==> config.mk <==
export PLATFORM = sky130hd
export DESIGN_NAME = spi_byte_master
export DESIGN_NICKNAME = d
export VERILOG_FILES = /design/src/rtl/spi_byte_master.sv
export SDC_FILE = /design/constraint.sdc
export NUM_CORES = 1
export LEC_CHECK = 0
export ABC_AREA = 0
export BUFFER_PORTS_ARGS = -buffer_cell sky130_fd_sc_hd__clkbuf_2
export CAP_MARGIN = 20
export CORE_MARGIN = 3
export CORE_UTILIZATION = 50
export CTS_CLUSTER_DIAMETER = 50
export DETAILED_ROUTE_END_ITERATION = 12
export HOLD_SLACK_MARGIN = 0.02
export PLACE_DENSITY = 0.72
export SYNTH_ARGS = -nofsm -noshare
export SYNTH_HDL_FRONTEND = slang
export SYNTH_SLANG_ARGS = --single-unit
==> constraint.sdc <==
create_clock -name clk -period 10.1 [get_ports clk]
set_clock_uncertainty 0.15 [all_clocks]
set_input_delay 2.02 -clock clk [delete_from_list [all_inputs] [get_ports clk]]
set_output_delay 2.02 -clock clk [all_outputs]
set_load 0.1 [all_outputs]
==> src/rtl/spi_byte_master.sv <==
module spi_byte_master #(
  parameter int PRESC_LO = 16,
  parameter int PRESC_HI = 128,
  parameter int DIVN_W   = 5
) (
  input  logic        clk,
  input  logic        rst_n,
  input  logic        bus_wr,
  input  logic        bus_rd,
  input  logic [4:0]  bus_addr,
  input  logic [31:0] bus_wdata,
  output logic [31:0] bus_rdata,
  output logic        sclk,
  output logic        mosi,
  input  logic        miso,
  output logic        cs_n
);
  localparam int HALF_MAX = PRESC_HI * (2 ** DIVN_W);
  localparam int CW       = $clog2(HALF_MAX + 1);
  localparam logic [2:0] W_CTRL = 3'd0, W_STAT = 3'd1, W_SYS = 3'd2,
                         W_TX = 3'd3, W_RX = 3'd4, W_CTRL2 = 3'd5;

  logic [7:0]    ctrl_q, sysctl_q, ctrl2_q, rx_buf_q, tx_sr_q, rx_sr_q;
  logic          busy_q, rxfull_q, sclk_q, mosi_q;
  logic [CW-1:0] cnt_q, half_len;
  logic [3:0]    edge_q;

  wire [2:0] widx   = bus_addr[4:2];
  wire       cpha   = ctrl_q[7];
  wire       cpol   = ctrl_q[6];
  wire       msten  = sysctl_q[0];
  wire       start  = bus_wr && (widx == W_TX) && !busy_q && msten;
  wire       tick   = busy_q && (cnt_q == half_len - CW'(1));
  wire       smp    = (edge_q[0] == cpha);
  wire [7:0] rx_nxt = smp ? {rx_sr_q[6:0], miso} : rx_sr_q;
  wire       unused_bits = &{1'b0, bus_addr[1:0], bus_wdata[31:8]};

  assign half_len = (ctrl_q[5] ? CW'(PRESC_HI) : CW'(PRESC_LO)) *
                    (CW'(ctrl_q[DIVN_W-1:0]) + CW'(1));

  assign sclk = busy_q ? sclk_q : cpol;
  assign mosi = mosi_q;
  assign cs_n = ~(msten & ~sysctl_q[6]);

  always_comb begin
    bus_rdata = '0;
    case (widx)
      W_CTRL:  bus_rdata[7:0] = ctrl_q;
      W_STAT:  bus_rdata[2:0] = {rxfull_q, 1'b0, busy_q};
      W_SYS:   bus_rdata[7:0] = sysctl_q;
      W_RX:    bus_rdata[7:0] = rx_buf_q;
      W_CTRL2: bus_rdata[7:0] = ctrl2_q;
      default: bus_rdata = '0;
    endcase
  end

  always_ff @(posedge clk or negedge rst_n) begin
    if (!rst_n) begin
      ctrl_q   <= '0;
      sysctl_q <= '0;
      ctrl2_q  <= '0;
    end else if (bus_wr) begin
      case (widx)
        W_CTRL:  ctrl_q   <= bus_wdata[7:0];
        W_SYS:   sysctl_q <= bus_wdata[7:0];
        W_CTRL2: ctrl2_q  <= bus_wdata[7:0];
        default: ;
      endcase
    end
  end

  always_ff @(posedge clk or negedge rst_n) begin
    if (!rst_n)
      rxfull_q <= 1'b0;
    else if (tick && edge_q == 4'd15)
      rxfull_q <= 1'b1;
    else if (bus_wr && widx == W_STAT)
      rxfull_q <= rxfull_q & bus_wdata[2];
    else if (bus_rd && widx == W_RX)
      rxfull_q <= 1'b0;
  end

  always_ff @(posedge clk or negedge rst_n) begin
    if (!rst_n) begin
      busy_q   <= 1'b0;
      sclk_q   <= 1'b0;
      mosi_q   <= 1'b0;
      cnt_q    <= '0;
      edge_q   <= '0;
      tx_sr_q  <= '0;
      rx_sr_q  <= '0;
      rx_buf_q <= '0;
    end else if (start) begin
      busy_q  <= 1'b1;
      cnt_q   <= '0;
      edge_q  <= '0;
      sclk_q  <= cpol;
      rx_sr_q <= '0;
      if (cpha) begin
        tx_sr_q <= bus_wdata[7:0];
      end else begin
        mosi_q  <= bus_wdata[7];
        tx_sr_q <= {bus_wdata[6:0], 1'b0};
      end
    end else if (busy_q) begin
      if (tick) begin
        cnt_q  <= '0;
        sclk_q <= ~sclk_q;
        edge_q <= edge_q + 4'd1;
        if (smp) begin
          rx_sr_q <= rx_nxt;
        end else begin
          mosi_q  <= tx_sr_q[7];
          tx_sr_q <= {tx_sr_q[6:0], 1'b0};
        end
        if (edge_q == 4'd15) begin
          busy_q   <= 1'b0;
          rx_buf_q <= rx_nxt;
        end
      end else begin
        cnt_q <= cnt_q + CW'(1);
      end
    end
  end
endmodule


==> Flow_metrics.wiki <==
{| class="wikitable"
! Metric !! Value
|-
| Multi-input combinational cell area || 2560 µm²
|-
| Final routed wirelength across all metal layers || 9342 µm
|-
| Hold buffer count at CTS || 0
|-
| Wire length of the first global-routing pass || 15280 µm
|-
| Yosys warns || 0
|-
| Start-to-end type of the worst setup path || input port to output pin
|-
| Actual transition at the worst max-transition pin || 874.3 ps
|-
| Post-synth top area share || 0.3812
|-
| Fillers || 790
|-
| Metal2 WL || 4429 µm
|-
| Uppermost routed layer || met4
|-
| All-layer global routing usage || 0.1902
|-
| Antenna-violating nets left || 0
|-
| Top Ports || 77
|-
| Setup crit end kind || output pin
|-
| Post-synthesis sequential area ratio || 0.3812
|-
| Grt total ovfl || 0
|-
| Core outline area || 8763 µm²
|-
| Most area-hungry cell type in the Yosys netlist || dfrtp_1
|-
| Slew headroom || 0.4172
|-
| M1 wire length || 4364 µm
|-
| Max Transition Viols Final || 0
|-
| Setup TNS || 0 ps
|-
| Number of vias per cell || 5.514
|-
| Mean routed wirelength per cell || 15.49 µm
|-
| Post-CTS Setup Repair Bufs || 0
|-
| Router iterations before antenna repair || 4
|-
| Drc violations || 0
|-
| Vertical extent of the die || 101.2 µm
|-
| Synthesized area per cell || 9.678 µm²
|-
| Initial Util || 0.5168
|-
| Number of synthesized flops with an enable pin || 0
|-
| Ratio of cells with drive above 1 in the final layout || 0.2141
|-
| TritonCTS Buffers || 9
|-
| Worst IR Drop VDD || 0.0001128 V
|-
| Fin crit share || 0.5908
|-
| Most common library cells after synthesis || dfrtp_1, nand2_1, mux2_2, buf_4, xnor2_1
|-
| Run status || finished clean
|-
| Clock tree from TritonCTS || done
|-
| Required time at the endpoint of the critical path || 7930 ps
|-
| Predominant post-synthesis flop cell || dfrtp_1
|-
| Routed vias || 3325
|-
| Final worst path period need || 5967 ps
|-
| Number of failing setup endpoints in the final timing report || 0
|-
| Register bit count reported by yosys || 69
|-
| Number of antenna diodes || 0
|-
| Most used standard cell by instance count after synthesis || dfrtp_1
|-
| Max Fanout on Critical Path || 13
|-
| CTS H-tree lvls || 3
|-
| Floorplan die width || 101.2 µm
|-
| Cells after Synth || 468
|-
| Setup slack, reg-to-reg || 5170 ps
|-
| Crit path launch type || input port
|-
| Number of I/O port buffers || 26
|-
| Half-perimeter wire length after placement || 6895 µm
|-
| Total number of nets in the final design || 554
|-
| Hold Path Class || register to register
|-
| Number of clock sinks || 69
|-
| Clock tree root driver cell || clkbuf_8
|-
| Max-cap violations || 0
|-
| Area growth from synthesis to final layout || 6.823%
|-
| Maximum frequency from static timing analysis || 0.1676 GHz
|-
| Maximum number of pins on one net before global-route repair || 70
|-
| Full die area || 10240 µm²
|-
| Vias in the first global route || 3161
|-
| Antenna violations before repair || 0
|-
| Setup repair after global routing missed its margin || false
|-
| Met3 wire length || 480 µm
|-
| Initial drt markers || 120
|-
| Leak Pwr || 0.002327 µW
|-
| Count of endpoints failing hold in the final timing report || 0
|-
| Clk_lat worst skew || 340 ps
|-
| Share of flip-flops with an asynchronous set or reset || 1.000
|-
| Synthesized area || 4529 µm²
|-
| Footprint of the flip-flops and latches || 1727 µm²
|-
| Number of different library cells in the post-synthesis netlist || 54
|-
| Post-cts resize count || 0
|-
| Routability-driven placement congestion ratio || 0.8562
|-
| Number of rows created at floorplan || 34
|-
| Clock-pin slew reported for the worst setup and hold paths after clock tree synthesis || 70 ps
|-
| Final-layout worst hold slack || 333.2 ps
|-
| Data arrival, critical path || 3800 ps
|-
| Cell types occupying the most area after synthesis || dfrtp_1, mux2_2, ha_1
|-
| PD cells || 263.6 nW/µm²
|-
| Maximum root-to-sink buffer count || 2
|}
-- layer usage --
| metal | GRT usage | up-vias |
|---|---|---|
| met5 | 0 | - |
| met1 | 0.2706 | 1625 |
| met3 | 0.04614 | 6 |
| li1 | - | 1619 |
| met4 | 0.04703 | 0 |
| met2 | 0.2938 | 75 |
-- stage by stage --
step	setup slack, ps	instances	total power [µW]	utilization	cell area (µm²)
after floorplan	3216	491	956.5	-	4616
after CTS	4136	601	1279	0.5495	4816
after detailed placement	4128	586	1080	0.5306	4649
after global placement	4125	586	1058	0.5306	4649
final	4133	603	1275	0.5521	4838
after global routing	4007	603	1377	0.5521	4838
-- where the power goes --
| part | internal, µW | switching, µW | total [µW] |
|---|---|---|---|
| combinational | 250 | 414 | 664 |
| sequential | 347 | 71.5 | 419 |
| clock | 93.6 | 99.2 | 193 |
| total | 691 | 584 | 1280 |
-- critical path: stages --
cell and delay, ps:
clkbuf_2 220, nor2_1 650, a22oi_1 180, o21ai_0 230
clkbuf_2 500
-- layout by cell type, fill, tap and decap left out, types with 2 or more instances in the layout --
cell type   Yosys  final
nor3_4          2      2
or4_1           3      3
a32oi_1         2      2
o211ai_1        3      3
clkinv_2        0      2
nand4_1         4      4
a22oi_1         5      5
clkinvlp_4      0      2
and4_1          3      3
a21o_1          2      2
nor2_1         20     20
clkbuf_8        0     10
mux2_2         51     51
mux2i_1        14     14
xor2_1          7      7
ha_1           21     21
nor3_1         13     13
a21oi_1        15     15
nor2b_1         5      5
and3_1          3      3
nand2b_1       11     11
inv_1          22     22
xor2_2          2      2
and2_1          2      2
nand3_1        17     17
o21ai_0        21     21
clkbuf_2        0     25
nand2_1        62     62
or2_2           2      2
xnor2_1        23     23
buf_4          24      3
conb_1          1     24
dfrtp_1        69     69
-- cell type report --
cell class | count | share of cell area
Clock buffer | 11 | 0.02922
Clock inverter | 4 | 0.005172
Inverter | 22 | 0.01707
Multi-Input combinational cell | 359 | 0.5291
Sequential cell | 69 | 0.3569
Tap cell | 108 | 0.02793
Timing Repair Buffer | 30 | 0.03465
-- cells by family after synthesis --
group,after synthesis,share of synthesized area
XOR/XNOR,32,0.06519
flip-flops,69,0.3812
AND/OR/NAND/NOR,155,0.1746
multiplexers,67,0.1652
adder cells (fa/ha/maj),21,0.05801
AO/OA/AOI/OAI,60,0.08233
other,1,0.0008279
buffers and inverters,63,0.07265
-- state kept, by name, summed over array words and instances, names as in the netlist --
signal and cells:
sysctl_q 8, ctrl_q 8, rx_sr_q 8, mosi 1, edge_q 4, rxfull_q 1
busy_q 1, rx_buf_q 8, ctrl2_q 8, tx_sr_q 8, sclk_q 1, cnt_q 13
-- worst paths after layout --
check,from,end,depth (start not counted)
setup / recovery,bus_addr[4],bus_rdata[7],5
hold / removal,ctrl2_q[2]$_DFFE_PN0P_,ctrl2_q[2]$_DFFE_PN0P_,2
setup reg to reg,ctrl_q[0]$_DFFE_PN0P_,mosi$_DFFE_PN0P_,15
hold reg to reg,ctrl2_q[2]$_DFFE_PN0P_,ctrl2_q[2]$_DFFE_PN0P_,2
max in group asynchronous,rst_n,edge_q[2]$_DFFE_PN0P_,2
min in group asynchronous,rst_n,sysctl_q[4]$_DFFE_PN0P_,2
(Power assumes the default switching activity.)
